<file path="config.mk">
export PLATFORM = sky130hd
export DESIGN_NAME = path_hist_buf
export DESIGN_NICKNAME = d
export VERILOG_FILES = /design/src/rtl/phb_pkg.sv /design/src/rtl/phb_age_match.sv /design/src/rtl/phb_commit_gate.sv /design/src/rtl/phb_hash_view.sv /design/src/rtl/path_hist_buf.sv
export SDC_FILE = /design/constraint.sdc
export NUM_CORES = 1
export LEC_CHECK = 0
export BUFFER_PORTS_ARGS = -buffer_cell sky130_fd_sc_hd__buf_2
export CORE_UTILIZATION = 30
export CTS_CLUSTER_DIAMETER = 30
export CTS_CLUSTER_SIZE = 10
export DETAILED_ROUTE_END_ITERATION = 8
export PLACE_DENSITY = 0.48
export SKIP_LAST_GASP = 1
export SLEW_MARGIN = 15
export SYNTH_ARGS = -nofsm -noshare
export SYNTH_HDL_FRONTEND = slang
export SYNTH_HIERARCHICAL = 1
export SYNTH_SLANG_ARGS = --single-unit
</file>
<file path="constraint.sdc">
create_clock -name clk -period 3.9 [get_ports clk]
set_input_delay 0.78 -clock clk [delete_from_list [all_inputs] [get_ports clk]]
set_output_delay 0.78 -clock clk [all_outputs]
set_load 0.02 [all_outputs]
</file>
<file path="src/rtl/phb_pkg.sv">
`timescale 1ns/1ps
package phb_pkg;
   typedef enum logic [2:0] {
      PHB_IDLE,
      PHB_SQUASH,
      PHB_FILL,
      PHB_COMMIT,
      PHB_RECORD
   } phb_op_e;

   // one operation per cycle, fixed priority
   function automatic phb_op_e phb_pick(input logic sq, input logic fl,
                                        input logic cm, input logic rc);
      if (sq)      return PHB_SQUASH;
      else if (fl) return PHB_FILL;
      else if (cm) return PHB_COMMIT;
      else if (rc) return PHB_RECORD;
      else         return PHB_IDLE;
   endfunction
endpackage

</file>
<file path="src/rtl/phb_age_match.sv">
`timescale 1ns/1ps
// Parallel age compare: finds the oldest live entry above the squash bound.
module phb_age_match #(
   parameter int DEPTH = 8,
   parameter int SEQ_W = 8,
   parameter int PTR_W = 3,
   parameter int CNT_W = 4
) (
   input  logic [DEPTH*SEQ_W-1:0] seq_flat,
   input  logic [PTR_W-1:0]       head,
   input  logic [CNT_W-1:0]       occ,
   input  logic [SEQ_W-1:0]       bound,
   output logic                   hit,
   output logic [CNT_W-1:0]       cut
);
   logic [DEPTH-1:0] above;

   for (genvar k = 0; k < DEPTH; k++) begin : g_off
      logic [PTR_W-1:0] slot;
      assign slot     = head + PTR_W'(k);
      assign above[k] = (CNT_W'(k) < occ) &&
                        (seq_flat[int'(slot)*SEQ_W +: SEQ_W] > bound);
   end

   always_comb begin
      hit = |above;
      cut = '0;
      for (int k = DEPTH - 1; k >= 0; k--) begin
         if (above[k]) cut = CNT_W'(k);
      end
   end
endmodule

</file>
<file path="src/rtl/phb_commit_gate.sv">
`timescale 1ns/1ps
// Decides whether a commit acts and whether it retires the oldest entry.
module phb_commit_gate #(
   parameter int HIST_N = 4,
   parameter int SEQ_W  = 8,
   parameter int CNT_W  = 4
) (
   input  logic [CNT_W-1:0] occ,
   input  logic [CNT_W-1:0] ncmt,
   input  logic [SEQ_W-1:0] ptr_seq,
   input  logic [SEQ_W-1:0] cmt_seq,
   output logic             act,
   output logic             pop
);
   assign act = (occ != '0) && (ncmt < occ) && (ptr_seq <= cmt_seq);
   assign pop = act && (ncmt >= CNT_W'(HIST_N));
endmodule

</file>
<file path="src/rtl/phb_hash_view.sv">
`timescale 1ns/1ps
// Newest-first target window for the hashing predictor.
module phb_hash_view #(
   parameter int DEPTH  = 8,
   parameter int HIST_N = 4,
   parameter int TGT_W  = 16,
   parameter int PTR_W  = 3,
   parameter int CNT_W  = 4
) (
   input  logic [DEPTH*TGT_W-1:0]  tgt_flat,
   input  logic [PTR_W-1:0]        tail,
   input  logic [CNT_W-1:0]        occ,
   output logic [HIST_N*TGT_W-1:0] view_tgt,
   output logic [HIST_N-1:0]       view_vld
);
   for (genvar i = 0; i < HIST_N; i++) begin : g_slot
      logic [PTR_W-1:0] idx;
      assign idx         = tail - PTR_W'(i + 1);
      assign view_vld[i] = (CNT_W'(i) < occ);
      assign view_tgt[i*TGT_W +: TGT_W] =
         view_vld[i] ? tgt_flat[int'(idx)*TGT_W +: TGT_W] : '0;
   end
endmodule

</file>
<file path="src/rtl/path_hist_buf.sv">
`timescale 1ns/1ps
module path_hist_buf
   import phb_pkg::*;
#(
   parameter int DEPTH  = 8,
   parameter int HIST_N = 4,
   parameter int PC_W   = 16,
   parameter int TGT_W  = 16,
   parameter int SEQ_W  = 8,
   localparam int CNT_W = $clog2(DEPTH + 1)
) (
   input  logic                    clk,
   input  logic                    rst_n,
   input  logic                    rec_vld,
   input  logic [PC_W-1:0]         rec_pc,
   input  logic [TGT_W-1:0]        rec_tgt,
   input  logic [SEQ_W-1:0]        rec_seq,
   input  logic                    fill_vld,
   input  logic [TGT_W-1:0]        fill_tgt,
   input  logic                    cmt_vld,
   input  logic [SEQ_W-1:0]        cmt_seq,
   input  logic                    sq_vld,
   input  logic [SEQ_W-1:0]        sq_seq,
   output logic                    full,
   output logic [CNT_W-1:0]        occ,
   output logic [CNT_W-1:0]        ncmt,
   output logic [PC_W-1:0]         young_pc,
   output logic [SEQ_W-1:0]        young_seq,
   output logic [HIST_N*TGT_W-1:0] view_tgt,
   output logic [HIST_N-1:0]       view_vld
);
   localparam int PTR_W = (DEPTH > 1) ? $clog2(DEPTH) : 1;

   // elaboration-time parameter checks
   if ((DEPTH & (DEPTH - 1)) != 0 || DEPTH < 2) begin : g_bad_depth
      $error("path_hist_buf: DEPTH must be a power of two, at least 2");
   end
   if (HIST_N < 1 || HIST_N >= DEPTH) begin : g_bad_hist
      $error("path_hist_buf: HIST_N must be in 1..DEPTH-1");
   end
   if (PC_W < 1 || TGT_W < 1 || SEQ_W < 1) begin : g_bad_width
      $error("path_hist_buf: field widths must be positive");
   end

   logic [PC_W-1:0]  pc_q  [DEPTH];
   logic [TGT_W-1:0] tgt_q [DEPTH];
   logic [SEQ_W-1:0] seq_q [DEPTH];

   logic [PTR_W-1:0] head_q;
   logic [CNT_W-1:0] occ_q;
   logic [CNT_W-1:0] ncmt_q;

   logic [DEPTH*SEQ_W-1:0] seq_flat;
   logic [DEPTH*TGT_W-1:0] tgt_flat;

   for (genvar g = 0; g < DEPTH; g++) begin : g_flat
      assign seq_flat[g*SEQ_W +: SEQ_W] = seq_q[g];
      assign tgt_flat[g*TGT_W +: TGT_W] = tgt_q[g];
   end

   logic [PTR_W-1:0] tail, young, cptr;
   phb_op_e          op;
   logic             is_full, is_empty;

   assign tail     = head_q + PTR_W'(occ_q);
   assign young    = tail - PTR_W'(1);
   assign cptr     = head_q + PTR_W'(ncmt_q);
   assign is_full  = (occ_q == CNT_W'(DEPTH));
   assign is_empty = (occ_q == '0);
   assign op       = phb_pick(sq_vld, fill_vld, cmt_vld, rec_vld);

   logic             sq_hit;
   logic [CNT_W-1:0] sq_cut;
   logic             c_act, c_pop;

   phb_age_match #(
      .DEPTH(DEPTH), .SEQ_W(SEQ_W), .PTR_W(PTR_W), .CNT_W(CNT_W)
   ) u_age (
      .seq_flat(seq_flat), .head(head_q), .occ(occ_q),
      .bound(sq_seq), .hit(sq_hit), .cut(sq_cut)
   );

   phb_commit_gate #(
      .HIST_N(HIST_N), .SEQ_W(SEQ_W), .CNT_W(CNT_W)
   ) u_cmt (
      .occ(occ_q), .ncmt(ncmt_q), .ptr_seq(seq_q[cptr]),
      .cmt_seq(cmt_seq), .act(c_act), .pop(c_pop)
   );

   phb_hash_view #(
      .DEPTH(DEPTH), .HIST_N(HIST_N), .TGT_W(TGT_W),
      .PTR_W(PTR_W), .CNT_W(CNT_W)
   ) u_view (
      .tgt_flat(tgt_flat), .tail(tail), .occ(occ_q),
      .view_tgt(view_tgt), .view_vld(view_vld)
   );

   // control state
   always_ff @(posedge clk) begin
      if (!rst_n) begin
         head_q <= '0;
         occ_q  <= '0;
         ncmt_q <= '0;
      end else begin
         unique case (op)
            PHB_SQUASH: if (sq_hit) occ_q <= sq_cut;
            PHB_COMMIT: begin
               if (c_pop) begin
                  head_q <= head_q + PTR_W'(1);
                  occ_q  <= occ_q - CNT_W'(1);
               end else if (c_act) begin
                  ncmt_q <= ncmt_q + CNT_W'(1);
               end
            end
            PHB_RECORD: if (!is_full) occ_q <= occ_q + CNT_W'(1);
            default: ;
         endcase
      end
   end

   // entry storage, no reset needed: occupancy guards every read
   always_ff @(posedge clk) begin
      if (rst_n) begin
         if (op == PHB_RECORD && !is_full) begin
            pc_q[tail]  <= rec_pc;
            tgt_q[tail] <= rec_tgt;
            seq_q[tail] <= rec_seq;
         end else if (op == PHB_FILL && !is_empty) begin
            tgt_q[young] <= fill_tgt;
         end
      end
   end

   assign full      = is_full;
   assign occ       = occ_q;
   assign ncmt      = ncmt_q;
   assign young_pc  = is_empty ? '0 : pc_q[young];
   assign young_seq = is_empty ? '0 : seq_q[young];
endmodule

</file>
Yosys cells after proc, flatten, opt, wreduce, memory -nomap -nowiden
Memory sizes are Yosys's and may differ from the RTL's. Index checks and enable logic that the tools add are counted.

Memories: 3. Output and inout port bits: 101. Logic and storage cells: 117. RAM bits: 320. Bits of input ports: 78. Register bits: 11.

Memory list: pc_q (words 8, width 16, rd ports 1, clocked after Yosys merged registers in 0, wr ports 1, RTL line path_hist_buf.sv:45) `logic [PC_W-1:0] pc_q [DEPTH];`; tgt_q (words 8, width 16, rd ports 8, clocked after Yosys merged registers in 0, wr ports 1, RTL line path_hist_buf.sv:46) `logic [TGT_W-1:0] tgt_q [DEPTH];`; seq_q (words 8, width 8, rd ports 10, clocked after Yosys merged registers in 0, wr ports 1, RTL line path_hist_buf.sv:47) `logic [SEQ_W-1:0] seq_q [DEPTH];`.

Magnitude comparators: 19. Muxes and demuxes: 32. Shifts and indexed selects: 12. Bitwise operators: 1. Reductions and logical operators: 23. Equality and inequality tests: 8. Add/subtract/negate cells: 16.

Operators with widths (number): 128-bit by 8-bit indexed part select with 16-bit output (4); 64-bit by 7-bit indexed part select with 8-bit output (8); 16-bit 2-to-1 mux (6); 8-bit > comparator (8); 3-bit 2-to-1 mux (13); 3-bit by 4-bit less-than comparator with 1-bit output (first input constant) (4); 16-bit OR reduction (1); 1-bit logical AND (13); 3-bit adder (second input constant) (4); 4-bit 2-to-1 mux (3); 4-bit case mux with 3 select lines (1); 4-bit by 1-bit adder with 4-bit output (second input constant) (2); 8-bit less-or-equal comparator (1); 1-bit by 4-bit less-than comparator with 1-bit output (first input constant) (2); 2-bit by 4-bit less-than comparator with 1-bit output (first input constant) (2); 1-bit 2-to-1 mux (8); 8-bit 2-to-1 mux (1); 8-bit OR reduction (1); 3-bit by 2-bit adder with 3-bit output (second input constant) (2); 3-bit adder (2); 3-bit by 2-bit equality test with 1-bit output (second input constant) (2); 2-bit != test (second input constant) (3); 3-bit by 2-bit subtractor with 3-bit output (second input constant) (2); 4-bit equality test (second input constant) (1); 16 further kinds (17).

Logic depth before layout (Yosys ltp)
Gate-level depths: netlist of the first run.

Word-level depth: 14. Mapped depth: 22. Gate-level depth less buffers: 16.

Hierarchy
The synthesis of the first run kept the hierarchy.

Modules (own cells, without submodules): path_hist_buf (cells each 719, seq. area each 9829.4 µm², area each 12867.3 µm², instances 1); phb_age_match (cells each 439, seq. area each 0.0 µm², area each 4036.4 µm², instances 1); phb_hash_view (cells each 340, seq. area each 0.0 µm², area each 3387.0 µm², instances 1); phb_commit_gate (cells each 42, seq. area each 0.0 µm², area each 297.8 µm², instances 1).

Worst setup path before layout of the first run
Ideal clock, no wire load.

Path kind: register to register. Start: register occ_q[0] (netlist: occ[0]). End: memory tgt_q[4][0], enable pin. Cell stages (with the launch flop): 10. Path buffers: 4. Library setup time: 414 ps. Required time: 3486 ps. Clock period less this slack: 4413 ps. Path slack: -513 ps. Arrival: 4000 ps. Cells stage by stage: dfxtp_1 ha_1 buf_2 buf_1 inv_1 ha_1 clkbuf_1 clkbuf_1 nand4_1 a21boi_0.

Elaborated cells between the ends (all ways): 18. Classes of those cells: add/sub: 2; eq/ne: 1; mux: 9; reduce/logical: 6.

RTL lines: start, declared (RTL line path_hist_buf.sv:50) `logic [CNT_W-1:0] occ_q;`; start signal, assigned (RTL line path_hist_buf.sv:106) `PHB_SQUASH: if (sq_hit) occ_q <= sq_cut;`; start signal, assigned (RTL line path_hist_buf.sv:110) `occ_q <= occ_q - CNT_W'(1);`; start signal, assigned (RTL line path_hist_buf.sv:115) `PHB_RECORD: if (!is_full) occ_q <= occ_q + CNT_W'(1);`; 3-bit adder * (RTL line path_hist_buf.sv:65) `assign tail = head_q + PTR_W'(occ_q);`; named net tail[0] (RTL line path_hist_buf.sv:61) `logic [PTR_W-1:0] tail, young, cptr;`; 3-bit by 1-bit subtractor with 3-bit output (RTL line path_hist_buf.sv:66) `assign young = tail - PTR_W'(1);`; 3-bit 2-to-1 mux (no source line) *; end, declared (RTL line path_hist_buf.sv:46).

The timed path passes the listed nets; every way through them passes the cells marked *.

Final worst setup path of the first run
Start: register head_q[0]. End: output port view_tgt[45].

Cells in the longest elaborated chain, start to end: 4.

Ends and longest elaborated chain: start, declared (RTL line path_hist_buf.sv:49) `logic [PTR_W-1:0] head_q;`; start signal, assigned (RTL line path_hist_buf.sv:109) `head_q <= head_q + PTR_W'(1);`; 3-bit adder (RTL line path_hist_buf.sv:65); named net tail[1] (RTL line path_hist_buf.sv:61); 3-bit by 2-bit subtractor with 3-bit output (RTL line phb_hash_view.sv:18) `assign idx = tail - PTR_W'(i + 1);`; 128-bit by 8-bit indexed part select with 16-bit output (RTL line phb_hash_view.sv:21) `view_vld[i] ? tgt_flat[int'(idx)*TGT_W +: TGT_W] : '0;`; 16-bit 2-to-1 mux (RTL line phb_hash_view.sv:21); end, declared (RTL line path_hist_buf.sv:29) `output logic [HIST_N*TGT_W-1:0] view_tgt,`.

The timed path passes the listed nets, and every way through them passes these cells.

==> impl_metrics.xml, run 1 <==
<?xml version="1.0" encoding="UTF-8"?>
<metrics>
  <group name="placement">
    <metric name="placed_cells" unit="">2610</metric>
    <metric name="placed_cell_area" unit="sq um">23400</metric>
    <metric name="port_buffers" unit="">178</metric>
    <metric name="placer_congestion_estimate" unit="">0.926</metric>
    <metric name="place_ws" unit="ps">-337</metric>
    <metric name="place.detailed.hpwl" unit="mm">42.7</metric>
  </group>
  <group name="route">
    <metric name="avgRoutedWirePerCell" unit="microns">24.5</metric>
    <metric name="routed_wl" unit="mm">69.0</metric>
    <metric name="drt_first_iter_violations" unit="">1090</metric>
    <metric name="dr_total_vias" unit="">15500</metric>
    <metric name="route.detailed.drc" unit="">0</metric>
    <metric name="ant_nets" unit="">0</metric>
    <metric name="post_drt_via_cell_ratio" unit="">5.49</metric>
    <metric name="drt-pass1-iter-count" unit="">5</metric>
  </group>
  <group name="synthesis">
    <metric name="netlist_area" unit="sq um">20600</metric>
    <metric name="yosysWarningCount" unit="">6</metric>
    <metric name="synth_flop_cell" unit="">sky130_fd_sc_hd__edfxtp_1</metric>
    <metric name="synthDominantCellAreaShare" unit="%">46.7</metric>
    <metric name="synth_nets" unit="">1707</metric>
    <metric name="yosys_register_bits" unit="">331</metric>
    <metric name="post_synth_num_cell_types" unit="">82</metric>
    <metric name="post_synthesis_average_cell_area" unit="sq um">13.4</metric>
    <metric name="syn-instance-count" unit="">1540</metric>
    <metric name="synth_enable_flop_cells" unit="">320</metric>
    <metric name="ys_top_cells_by_area" unit="">sky130_fd_sc_hd__edfxtp_1 (47%), sky130_fd_sc_hd__mux4_2 (17%), sky130_fd_sc_hd__ha_1 (5.2%)</metric>
    <metric name="asyncSetResetFlopFracSynth" unit="%">0</metric>
    <metric name="synth-seq-area-share" unit="%">47.7</metric>
    <metric name="post-synth-top-area-cell" unit="">sky130_fd_sc_hd__edfxtp_1</metric>
  </group>
  <group name="clock_tree">
    <metric name="cts.path.max_buffers" unit="">3</metric>
    <metric name="cts_sinks" unit="">331</metric>
    <metric name="tritoncts" unit="">built</metric>
    <metric name="clk_transition_reported_paths" unit="ps">50</metric>
    <metric name="clk-insertion-delay-late" unit="ps">590</metric>
    <metric name="cts-buffers-inserted" unit="">75</metric>
    <metric name="clk_root_buffer_cell" unit="">sky130_fd_sc_hd__clkbuf_16</metric>
    <metric name="htreeDepth" unit="">3</metric>
  </group>
  <group name="cells_and_area">
    <metric name="most-common-layout-cells" unit="">sky130_fd_sc_hd__edfxtp_1 (320), sky130_fd_sc_hd__nand2_1 (212), sky130_fd_sc_hd__mux4_2 (156), sky130_fd_sc_hd__buf_4 (111), sky130_fd_sc_hd__buf_2 (103)</metric>
    <metric name="syn2layout_area_growth" unit="%">38.7</metric>
    <metric name="finalNetCount" unit="">2052</metric>
    <metric name="multi_input_comb_area" unit="sq um">11100</metric>
    <metric name="fill_count" unit="">6090</metric>
    <metric name="drive_gt1_share" unit="%">45.3</metric>
    <metric name="finish.cell_count_without_fillers" unit="">2818</metric>
    <metric name="finalInstanceArea" unit="sq um">28600</metric>
    <metric name="ff_latch_area" unit="sq um">9840</metric>
    <metric name="layout_commonest_cell" unit="">sky130_fd_sc_hd__edfxtp_1</metric>
  </group>
  <group name="global_routing">
    <metric name="wire_length_of_the_first_global_routing_pass" unit="mm">100</metric>
    <metric name="largest_net_degree_at_the_start_of_global_routing" unit="">89</metric>
    <metric name="antenna_found_initial" unit="">6</metric>
    <metric name="grt.total_usage" unit="%">19.2</metric>
    <metric name="grt_overflow" unit="">0</metric>
    <metric name="via_count_of_the_first_global_routing_pass" unit="">15400</metric>
  </group>
  <group name="die">
    <metric name="row_count" unit="">95</metric>
    <metric name="pin_count" unit="">179</metric>
    <metric name="placeableCoreArea" unit="sq um">67500</metric>
    <metric name="die_y" unit="microns">264</metric>
    <metric name="floorplan.die.width" unit="microns">264</metric>
    <metric name="die_area" unit="sq um">69700</metric>
    <metric name="floorplan.initialDensity" unit="%">30.5</metric>
  </group>
  <group name="pwr">
    <metric name="p_total" unit="W">0.0173</metric>
    <metric name="power.density_cell_area" unit="nW/um^2">607</metric>
    <metric name="vdd_drop_max" unit="mV">0.470</metric>
    <metric name="p_leak" unit="nW">10.1</metric>
  </group>
  <group name="timing">
    <metric name="tightestPinTransition" unit="ps">870</metric>
    <metric name="clock.fmax" unit="MHz">241</metric>
    <metric name="timing.slew.headroom" unit="%">41.9</metric>
    <metric name="finalSetupViolCount" unit="">84</metric>
    <metric name="finalClockSkew" unit="ps">22.1</metric>
    <metric name="period_minus_slack" unit="ps">4140</metric>
    <metric name="slew_violations" unit="">0</metric>
    <metric name="slack_of_the_critical_path" unit="ps">-243</metric>
    <metric name="hold_violations" unit="">0</metric>
    <metric name="final.period_utilization" unit="%">106</metric>
    <metric name="rsz0062_at_grt" unit="">true</metric>
    <metric name="timing.hold.ws" unit="ps">464</metric>
  </group>
  <group name="critical_path">
    <metric name="timing.critical_path.arrival" unit="ps">3360</metric>
    <metric name="critPathKind" unit="">reg2out</metric>
    <metric name="critical_path_buf_inv_count" unit="">6</metric>
    <metric name="critPathLaunchType" unit="">flip-flop</metric>
    <metric name="end_kind" unit="">output port</metric>
    <metric name="crit_path_cells" unit="">buf_6, buf_6, ha_4, fa_2, inv_2, ha_4, buf_12, buf_8, mux4_2, a22o_1, buf_6</metric>
    <metric name="critical-path-slowest-cell" unit="">sky130_fd_sc_hd__fa_2</metric>
    <metric name="critPathTopFamily" unit="">adder cells</metric>
    <metric name="worst_path_required" unit="ps">3120</metric>
    <metric name="crit_path_frequent_cell" unit="">sky130_fd_sc_hd__buf_6</metric>
    <metric name="critPathMaxStageDelay" unit="ps">550</metric>
    <metric name="timing.critical_path.fanout_max" unit="">6</metric>
  </group>
  <group name="flow_run">
    <metric name="drv_cap" unit="">0</metric>
  </group>
  <group name="hold_path">
    <metric name="hold_path.class" unit="">in2reg</metric>
  </group>
  <group name="status">
    <metric name="status" unit="">finished with violations</metric>
    <metric name="violations" unit="">setup timing</metric>
  </group>
</metrics>
==> worst register-to-register path, stage by stage (launching register included) <==
cell and delay, ps:
sky130_fd_sc_hd__dfxtp_4 340, sky130_fd_sc_hd__buf_6 110, sky130_fd_sc_hd__buf_6 110, sky130_fd_sc_hd__ha_4 140
sky130_fd_sc_hd__fa_2 340, sky130_fd_sc_hd__xnor3_2 370, sky130_fd_sc_hd__buf_12 200, sky130_fd_sc_hd__buf_6 120
sky130_fd_sc_hd__nand2_4 50, sky130_fd_sc_hd__nand3_2 60, sky130_fd_sc_hd__and4_1 190, sky130_fd_sc_hd__ha_1 280
sky130_fd_sc_hd__nand4_1 110, sky130_fd_sc_hd__buf_4 160, sky130_fd_sc_hd__a211oi_2 190, sky130_fd_sc_hd__buf_4 180
sky130_fd_sc_hd__nor4_4 40, sky130_fd_sc_hd__and4bb_2 240, sky130_fd_sc_hd__a221o_1 290, sky130_fd_sc_hd__buf_6 140
sky130_fd_sc_hd__buf_4 130, sky130_fd_sc_hd__o211ai_1 80, sky130_fd_sc_hd__a21oi_1 90
==> per-stage QoR <==
| step | setup TNS, ps | utilization [%] |
|---|---|---|
| floorplan | -12.8 | - |
| global placement | -640 | 34.6 |
| detailed placement | -902 | 34.6 |
| CTS | -14690 | 40.9 |
| global route | -16850 | 42.3 |
| finish | -7670 | 42.3 |
==> flip-flops by register name (all words and copies together) (netlist names) <==
| register | count |
|---|---|
| ncmt | 4 |
| seq_q | 64 |
| occ | 4 |
| head_q | 3 |
| tgt_q | 128 |
| pc_q | 128 |
==> layout make-up <==
cell class | count | area share, %
antenna | 1 | 0.00876
clock buffer | 88 | 6.89
clock inverter | 48 | 2.20
inverter | 34 | 0.469
multi-input combinational | 1076 | 38.9
sequential | 331 | 34.4
tap | 873 | 3.82
timing repair buffer | 367 | 13.3
==> cell usage after synthesis (14+ instances only) <==
library cell and instances:
sky130_fd_sc_hd__nand3_1 44, sky130_fd_sc_hd__a21oi_1 47, sky130_fd_sc_hd__buf_4 17, sky130_fd_sc_hd__o21a_1 34, sky130_fd_sc_hd__mux4_2 156, sky130_fd_sc_hd__o22ai_1 65, sky130_fd_sc_hd__inv_1 33, sky130_fd_sc_hd__ha_1 86
sky130_fd_sc_hd__nand2_1 251, sky130_fd_sc_hd__mux2_2 52, sky130_fd_sc_hd__o2bb2ai_1 18, sky130_fd_sc_hd__nor2_1 34, sky130_fd_sc_hd__a22o_1 14, sky130_fd_sc_hd__clkbuf_1 37, sky130_fd_sc_hd__nand4_1 21, sky130_fd_sc_hd__nor2b_1 16
sky130_fd_sc_hd__buf_2 31, sky130_fd_sc_hd__mux2i_1 93, sky130_fd_sc_hd__edfxtp_1 320
==> layer usage <==
| layer | up-vias | wire length [microns] | part of all wire, % | global-route usage, % |
|---|---|---|---|---|
| li1 | 6857 | - | - | - |
| met1 | 7963 | 30900 | 45 | 26.2 |
| met5 | - | 60 | 0.087 | 0 |
| met2 | 540 | 32300 | 47 | 30.7 |
| met3 | 92 | 4490 | 6.5 | 4.14 |
| met4 | 10 | 1230 | 1.8 | 5.23 |
==> where the power goes <==
group	total [W]	switching, W	leakage [nW]	internal [W]
logic	0.00690	0.00358	5.93	0.00332
clock network	0.00642	0.00201	1.24	0.00441
registers	0.00402	0.0000427	2.97	0.00398
==> path summary, 6_finish.rpt <==
kind,from,to,slack [ps],cells past startpoint
setup / recovery,head_q[0]$_SDFFE_PN0P_,view_tgt[45],-240,11
hold / removal,rec_pc[6],pc_q[1][6]$_DFFE_PP_,460,1
setup reg to reg,head_q[0]$_SDFFE_PN0P_,occ[2]$_SDFFE_PN0P_,-190,22
hold reg to reg,ncmt[3]$_SDFFE_PN0P_,ncmt[3]$_SDFFE_PN0P_,610,2
==> what timing repair did <==
action                     in CTS  in global routing
hold buffers                    0                  0
pin swaps                      57                112
setup buffers                  36                 20
cloned                         18                  7
gates resized for setup       216                179
setup endpoints to repair      95                 99
==> cells by family (layout without fill, tap and decap cells) <==
family	count (synthesis)	in the layout	synth area share [%]
simple gates	419	419	9.38
flops	331	331	47.7
mux	301	301	24.4
compound gates	246	246	8.35
buf+inv	133	537	3.34
fa+ha+maj	89	89	5.52
xor+xnor	20	20	1.22
other cells	1	2	0.0182
Note: power is estimated with default switching activity, not from simulation.
==> run 2: changes to the inputs <==
PLACE_DENSITY = 0.47   (was 0.48)
clock period = 5 ns   (was 3.9 ns; I/O delays follow)
==> impl_metrics.xml, run 2 (same netlist as run 1, synthesis figures left out) <==
<?xml version="1.0" encoding="UTF-8"?>
<metrics>
  <group name="status">
    <metric name="status" unit="">finished, final reports clean</metric>
  </group>
  <group name="global_routing">
    <metric name="antenna_found_initial" unit="">5</metric>
    <metric name="via_count_of_the_first_global_routing_pass" unit="">14900</metric>
    <metric name="wire_length_of_the_first_global_routing_pass" unit="mm">93.7</metric>
    <metric name="grt.total_usage" unit="%">17.9</metric>
    <metric name="largest_net_degree_at_the_start_of_global_routing" unit="">95</metric>
    <metric name="grt_overflow" unit="">0</metric>
  </group>
  <group name="clock_tree">
    <metric name="cts.hold.buffers_added" unit="">0</metric>
    <metric name="post-cts-setup-buffer-count" unit="">0</metric>
    <metric name="post_cts_resized" unit="">1</metric>
    <metric name="cts_sinks" unit="">331</metric>
    <metric name="cts.path.max_buffers" unit="">3</metric>
    <metric name="clk-insertion-delay-late" unit="ps">620</metric>
    <metric name="tritoncts" unit="">built</metric>
    <metric name="cts-buffers-inserted" unit="">78</metric>
    <metric name="htreeDepth" unit="">3</metric>
    <metric name="clk_root_buffer_cell" unit="">sky130_fd_sc_hd__clkbuf_16</metric>
    <metric name="clk_transition_reported_paths" unit="ps">40</metric>
  </group>
  <group name="critical_path">
    <metric name="critical_path_buf_inv_count" unit="">2</metric>
    <metric name="timing.critical_path.fanout_max" unit="">11</metric>
    <metric name="critPathKind" unit="">reg2out</metric>
    <metric name="worstRegToRegCells" unit="">15</metric>
    <metric name="worstReg2RegStart" unit="">ncmt[0]$_SDFFE_PN0P_</metric>
    <metric name="timing.critical_path.arrival" unit="ps">3770</metric>
    <metric name="critPathLaunchType" unit="">flip-flop</metric>
    <metric name="worst_r2r_endpoint" unit="">occ[3]$_SDFFE_PN0P_</metric>
    <metric name="setup.worst_path.start" unit="">head_q[0]$_SDFFE_PN0P_</metric>
    <metric name="crit_end" unit="">view_tgt[36]</metric>
    <metric name="reg2reg_slack" unit="ps">710</metric>
    <metric name="critPathTopFamily" unit="">XOR/XNOR gates</metric>
    <metric name="critPathMaxStageDelay" unit="ps">480</metric>
    <metric name="crit_path_cells" unit="">ha_4, fa_1, xnor3_4, inv_1, xor2_1, nand2_1, o2bb2ai_1, buf_2</metric>
    <metric name="worst_path_required" unit="ps">4000</metric>
    <metric name="critical-path-slowest-cell" unit="">sky130_fd_sc_hd__nand2_1</metric>
    <metric name="path_depth" unit="">8</metric>
    <metric name="end_kind" unit="">output port</metric>
  </group>
  <group name="pwr">
    <metric name="switching_share" unit="%">32.3</metric>
    <metric name="p_leak" unit="nW">8.99</metric>
    <metric name="comb_power_share" unit="%">29.6</metric>
    <metric name="seqPwrFrac" unit="%">26.3</metric>
    <metric name="power.density_cell_area" unit="nW/um^2">468</metric>
    <metric name="vdd_drop_max" unit="mV">0.293</metric>
    <metric name="power.internal" unit="W">0.00804</metric>
    <metric name="switchingPower" unit="W">0.00383</metric>
    <metric name="clock_power_share" unit="%">44.1</metric>
    <metric name="p_total" unit="W">0.0119</metric>
  </group>
  <group name="placement">
    <metric name="place_ws" unit="ps">623</metric>
    <metric name="placer_congestion_estimate" unit="">0.876</metric>
    <metric name="port_buffers" unit="">178</metric>
    <metric name="place.detailed.hpwl" unit="mm">41.9</metric>
  </group>
  <group name="timing">
    <metric name="setup_tns_final" unit="ps">0</metric>
    <metric name="final.period_utilization" unit="%">95.3</metric>
    <metric name="hold_violations" unit="">0</metric>
    <metric name="finalClockSkew" unit="ps">41.0</metric>
    <metric name="period_minus_slack" unit="ps">4770</metric>
    <metric name="slew_violations" unit="">0</metric>
    <metric name="finalSetupViolCount" unit="">0</metric>
    <metric name="rsz0062_at_grt" unit="">false</metric>
    <metric name="slack_of_the_critical_path" unit="ps">234</metric>
    <metric name="timing.slew.headroom" unit="%">24.2</metric>
    <metric name="tightestPinTransition" unit="ps">1140</metric>
    <metric name="clock.fmax" unit="MHz">210</metric>
  </group>
  <group name="die">
    <metric name="row_count" unit="">95</metric>
    <metric name="die_area" unit="sq um">69700</metric>
    <metric name="floorplan.initialDensity" unit="%">30.5</metric>
    <metric name="pin_count" unit="">179</metric>
    <metric name="placeableCoreArea" unit="sq um">67500</metric>
    <metric name="die_y" unit="microns">264</metric>
    <metric name="floorplan.die.width" unit="microns">264</metric>
  </group>
  <group name="flow_run">
    <metric name="drv_cap" unit="">0</metric>
  </group>
  <group name="route">
    <metric name="routed_wl" unit="mm">62.6</metric>
    <metric name="route.detailed.drc" unit="">0</metric>
    <metric name="post_drt_via_cell_ratio" unit="">5.45</metric>
    <metric name="ant_nets" unit="">0</metric>
    <metric name="avgRoutedWirePerCell" unit="microns">23.3</metric>
    <metric name="drt-pass1-iter-count" unit="">5</metric>
    <metric name="dr_total_vias" unit="">14600</metric>
    <metric name="drt_first_iter_violations" unit="">1121</metric>
  </group>
  <group name="cells_and_area">
    <metric name="syn2layout_area_growth" unit="%">23.0</metric>
    <metric name="most-common-layout-cells" unit="">sky130_fd_sc_hd__edfxtp_1 (320), sky130_fd_sc_hd__nand2_1 (251), sky130_fd_sc_hd__buf_2 (178), sky130_fd_sc_hd__mux4_2 (156), sky130_fd_sc_hd__mux2i_1 (93)</metric>
    <metric name="drive_gt1_share" unit="%">33.1</metric>
    <metric name="top_regs" unit="">pc_q (128), tgt_q (128), seq_q (64)</metric>
    <metric name="layout_commonest_cell" unit="">sky130_fd_sc_hd__edfxtp_1</metric>
    <metric name="num_antenna_cells" unit="">0</metric>
    <metric name="finalNetCount" unit="">1914</metric>
  </group>
  <group name="hold_path">
    <metric name="hold_path.class" unit="">reg2reg</metric>
    <metric name="timing.hold.worst_path_depth" unit="">2</metric>
  </group>
</metrics>
-- run 2: layout make-up --
cell class                 count  area, sq um
sequential                   331         9830
clock buffer                  85         1980
fill                        6443        42200
tap                          873         1090
inverter                      34          128
multi-input combinational   1076        10200
clock inverter                59          805
timing repair buffer         226         1310
-- run 2: worst min path at each step --
stage,start,end,slack (ps)
3_3_place_gp,ncmt[3]$_SDFFE_PN0P_,ncmt[3]$_SDFFE_PN0P_,570
3_5_place_dp,head_q[0]$_SDFFE_PN0P_,head_q[0]$_SDFFE_PN0P_,580
5_1_grt,head_q[0]$_SDFFE_PN0P_,head_q[0]$_SDFFE_PN0P_,620
4_1_cts,head_q[0]$_SDFFE_PN0P_,head_q[0]$_SDFFE_PN0P_,590
2_1_floorplan,head_q[1]$_SDFFE_PN0P_,head_q[1]$_SDFFE_PN0P_,580
6_report,head_q[0]$_SDFFE_PN0P_,head_q[0]$_SDFFE_PN0P_,580
-- run 2: worst min-delay path, stage by stage (launching register included) --
cell	delay (ps)
sky130_fd_sc_hd__dfxtp_4	390
sky130_fd_sc_hd__xnor2_1	90
sky130_fd_sc_hd__nor2_1	70
-- run 2: per-layer routing --
metal | GRT usage [%] | wire, microns | vias to the layer above
li1 | - | - | 6549
met1 | 24.3 | 28200 | 7486
met4 | 6.60 | 1820 | 10
met5 | 0 | 72 | -
met3 | 3.89 | 3810 | 112
met2 | 28.1 | 28700 | 474
-- run 2: through the flow --
stage / cells / hold slack, ps / util [%] / cell area, sq um
finish: 2684 / 585 / 37.5 / 25300
detailed placement: 2540 / 575 / 33.4 / 22500
global placement: 2540 / 567 / 33.4 / 22500
floorplan: 1540 / 579 / - / 20600
CTS: 2684 / 588 / 37.5 / 25300
global route: 2684 / 624 / 37.5 / 25300
-- run 2: power by group through the flow --
stage	clock network [W]	registers [W]	logic, W
after floorplan	0	0.00320	0.00236
after global placement	0	0.00317	0.00350
after detailed placement	0	0.00317	0.00353
after CTS	0.00532	0.00312	0.00355
after global routing	0.00545	0.00313	0.00375
final	0.00523	0.00312	0.00351
==> run 3: changes to the inputs <==
PLACE_DENSITY = 0.48   (was 0.47)
clock period = 4.36 ns   (was 5 ns; I/O delays follow)
==> impl_metrics.xml, run 3 (same netlist as run 1, synthesis figures left out) <==
<?xml version="1.0" encoding="UTF-8"?>
<metrics>
  <group name="global_routing">
    <metric name="largest_net_degree_at_the_start_of_global_routing" unit="">94</metric>
    <metric name="grt.total_usage" unit="%">17.9</metric>
    <metric name="wire_length_of_the_first_global_routing_pass" unit="mm">94.0</metric>
    <metric name="antenna_found_initial" unit="">4</metric>
    <metric name="via_count_of_the_first_global_routing_pass" unit="">14700</metric>
    <metric name="grt_overflow" unit="">0</metric>
  </group>
  <group name="pwr">
    <metric name="vdd_drop_max" unit="mV">0.377</metric>
    <metric name="seqPwrFrac" unit="%">26.5</metric>
    <metric name="comb_power_share" unit="%">30.4</metric>
    <metric name="p_leak" unit="nW">9.08</metric>
    <metric name="clock_power_share" unit="%">43.1</metric>
    <metric name="power.density_cell_area" unit="nW/um^2">530</metric>
    <metric name="switching_share" unit="%">32.5</metric>
    <metric name="power.internal" unit="W">0.00912</metric>
    <metric name="switchingPower" unit="W">0.00439</metric>
  </group>
  <group name="cells_and_area">
    <metric name="multi_input_comb_area" unit="sq um">10200</metric>
    <metric name="most-common-layout-cells" unit="">sky130_fd_sc_hd__edfxtp_1 (320), sky130_fd_sc_hd__nand2_1 (250), sky130_fd_sc_hd__buf_2 (178), sky130_fd_sc_hd__mux4_2 (156), sky130_fd_sc_hd__mux2i_1 (93)</metric>
    <metric name="drive_gt1_share" unit="%">33.9</metric>
    <metric name="ff_latch_area" unit="sq um">9830</metric>
    <metric name="layout_commonest_cell" unit="">sky130_fd_sc_hd__edfxtp_1</metric>
    <metric name="syn2layout_area_growth" unit="%">23.8</metric>
    <metric name="num_antenna_cells" unit="">0</metric>
    <metric name="top_regs" unit="">pc_q (128), tgt_q (128), seq_q (64)</metric>
    <metric name="finalCoreUtilization" unit="%">37.8</metric>
    <metric name="finalNetCount" unit="">1931</metric>
    <metric name="fill_count" unit="">6446</metric>
  </group>
  <group name="timing">
    <metric name="timing.hold.ws" unit="ps">524</metric>
    <metric name="slew_violations" unit="">0</metric>
    <metric name="final.period_utilization" unit="%">98.5</metric>
    <metric name="finalClockSkew" unit="ps">31.0</metric>
    <metric name="hold_violations" unit="">0</metric>
    <metric name="timing.slew.headroom" unit="%">50.6</metric>
    <metric name="clock.fmax" unit="MHz">233</metric>
    <metric name="finalSetupViolCount" unit="">0</metric>
    <metric name="rsz0062_at_grt" unit="">true</metric>
    <metric name="period_minus_slack" unit="ps">4290</metric>
    <metric name="tightestPinTransition" unit="ps">736</metric>
  </group>
  <group name="critical_path">
    <metric name="worstRegToRegCells" unit="">16</metric>
    <metric name="critPathLaunchType" unit="">flip-flop</metric>
    <metric name="end_kind" unit="">output port</metric>
    <metric name="critPathKind" unit="">reg2out</metric>
    <metric name="timing.critical_path.fanout_max" unit="">9</metric>
    <metric name="timing.critical_path.arrival" unit="ps">3420</metric>
    <metric name="worst_path_required" unit="ps">3490</metric>
  </group>
  <group name="route">
    <metric name="post_drt_via_cell_ratio" unit="">5.43</metric>
    <metric name="drt_first_iter_violations" unit="">1103</metric>
    <metric name="dr_total_vias" unit="">14700</metric>
    <metric name="avgRoutedWirePerCell" unit="microns">23.2</metric>
    <metric name="ant_nets" unit="">0</metric>
    <metric name="routed_wl" unit="mm">62.7</metric>
    <metric name="route.detailed.drc" unit="">0</metric>
    <metric name="drt-pass1-iter-count" unit="">5</metric>
  </group>
  <group name="clock_tree">
    <metric name="cts.path.max_buffers" unit="">3</metric>
    <metric name="post-cts-setup-buffer-count" unit="">0</metric>
    <metric name="clk_root_buffer_cell" unit="">sky130_fd_sc_hd__clkbuf_16</metric>
    <metric name="htreeDepth" unit="">3</metric>
    <metric name="cts_sinks" unit="">331</metric>
    <metric name="clk-insertion-delay-late" unit="ps">610</metric>
    <metric name="cts-buffers-inserted" unit="">80</metric>
    <metric name="cts.hold.buffers_added" unit="">0</metric>
    <metric name="post_cts_resized" unit="">4</metric>
    <metric name="tritoncts" unit="">built</metric>
    <metric name="clk_transition_reported_paths" unit="ps">50</metric>
  </group>
  <group name="die">
    <metric name="die_area" unit="sq um">69700</metric>
    <metric name="placeableCoreArea" unit="sq um">67500</metric>
    <metric name="pin_count" unit="">179</metric>
    <metric name="row_count" unit="">95</metric>
    <metric name="floorplan.die.width" unit="microns">264</metric>
    <metric name="die_y" unit="microns">264</metric>
    <metric name="floorplan.initialDensity" unit="%">30.5</metric>
  </group>
  <group name="placement">
    <metric name="place.detailed.hpwl" unit="mm">41.6</metric>
    <metric name="port_buffers" unit="">178</metric>
    <metric name="placer_congestion_estimate" unit="">0.882</metric>
  </group>
  <group name="hold_path">
    <metric name="hold_path.class" unit="">in2reg</metric>
    <metric name="timing.hold.worst_path_depth" unit="">1</metric>
  </group>
  <group name="flow_run">
    <metric name="drv_cap" unit="">0</metric>
  </group>
  <group name="status">
    <metric name="status" unit="">finished, final reports clean</metric>
  </group>
</metrics>
==> run 3: changes by cell type in the layout (fill, tap and decap cells not counted), moves of 2 or more <==
cell / delta
sky130_fd_sc_hd__buf_12: +8
sky130_fd_sc_hd__buf_4: +6
sky130_fd_sc_hd__bufinv_16: -5
sky130_fd_sc_hd__clkbuf_1: +6
sky130_fd_sc_hd__clkbuf_16: +2
sky130_fd_sc_hd__clkinv_1: -4
sky130_fd_sc_hd__clkinv_16: -2
sky130_fd_sc_hd__clkinv_2: +7
sky130_fd_sc_hd__inv_16: +3
sky130_fd_sc_hd__nor2_2: -2
sky130_fd_sc_hd__nor2_4: +2
==> run 3: layout make-up <==
class | count | area share (%)
flip-flops and latches | 331 | 38.6
multi-input cells | 1076 | 40.0
clock buffers | 93 | 8.04
well taps | 873 | 4.28
inverters | 34 | 0.501
repair buffers | 241 | 6.00
clock inverters | 56 | 2.55
==> run 3: worst paths after layout <==
| check | from | to | slack [ps] |
|---|---|---|---|
| setup / recovery | head_q[0]$_SDFFE_PN0P_ | view_tgt[34] | 70 |
| hold / removal | rec_pc[13] | pc_q[2][13]$_DFFE_PP_ | 520 |
| setup reg to reg | head_q[0]$_SDFFE_PN0P_ | occ[2]$_SDFFE_PN0P_ | 220 |
| hold reg to reg | head_q[0]$_SDFFE_PN0P_ | head_q[0]$_SDFFE_PN0P_ | 600 |
==> run 3: critical path: stages (launching register included) <==
cell,delay (ps)
sky130_fd_sc_hd__dfxtp_4,380
sky130_fd_sc_hd__ha_4,160
sky130_fd_sc_hd__fa_1,360
sky130_fd_sc_hd__xnor3_4,450
sky130_fd_sc_hd__inv_1,190
sky130_fd_sc_hd__xor2_1,360
sky130_fd_sc_hd__nand2_2,320
sky130_fd_sc_hd__o2bb2ai_1,350
sky130_fd_sc_hd__buf_2,230
==> run 3: layer usage <==
| metal | vias to the layer above | wire, microns | share of wire (%) | GRT usage, % |
|---|---|---|---|---|
| li1 | 6609 | - | - | - |
| met1 | 7511 | 29300 | 47 | 25.0 |
| met2 | 465 | 28700 | 46 | 28.1 |
| met3 | 89 | 3480 | 5.5 | 3.48 |
| met4 | 6 | 1260 | 2.0 | 5.15 |
| met5 | - | 34 | 0.054 | 0 |
==> run 3: power by group through the flow <==
| stage | clock network [W] | logic (W) | registers (W) |
|---|---|---|---|
| 2_1_floorplan | 0 | 0.00271 | 0.00367 |
| 3_3_place_gp | 0 | 0.00408 | 0.00364 |
| 6_report | 0.00582 | 0.00410 | 0.00358 |
| 4_1_cts | 0.00593 | 0.00415 | 0.00358 |
| 3_5_place_dp | 0 | 0.00411 | 0.00364 |
| 5_1_grt | 0.00611 | 0.00439 | 0.00358 |
==> run 3: stage by stage <==
stage / std cells / power, W / area, sq um / setup slack, ps / setup TNS, ps
after floorplan: 1540 / 0.00638 / 20600 / 51.9 / 0
after global placement: 2555 / 0.00772 / 22800 / 103 / 0
after detailed placement: 2555 / 0.00775 / 22800 / 51.9 / 0
after CTS: 2704 / 0.0137 / 25500 / -14.0 / -14.9
after global routing: 2704 / 0.0141 / 25500 / -37.3 / -37.3
final: 2704 / 0.0135 / 25500 / 65.9 / 0
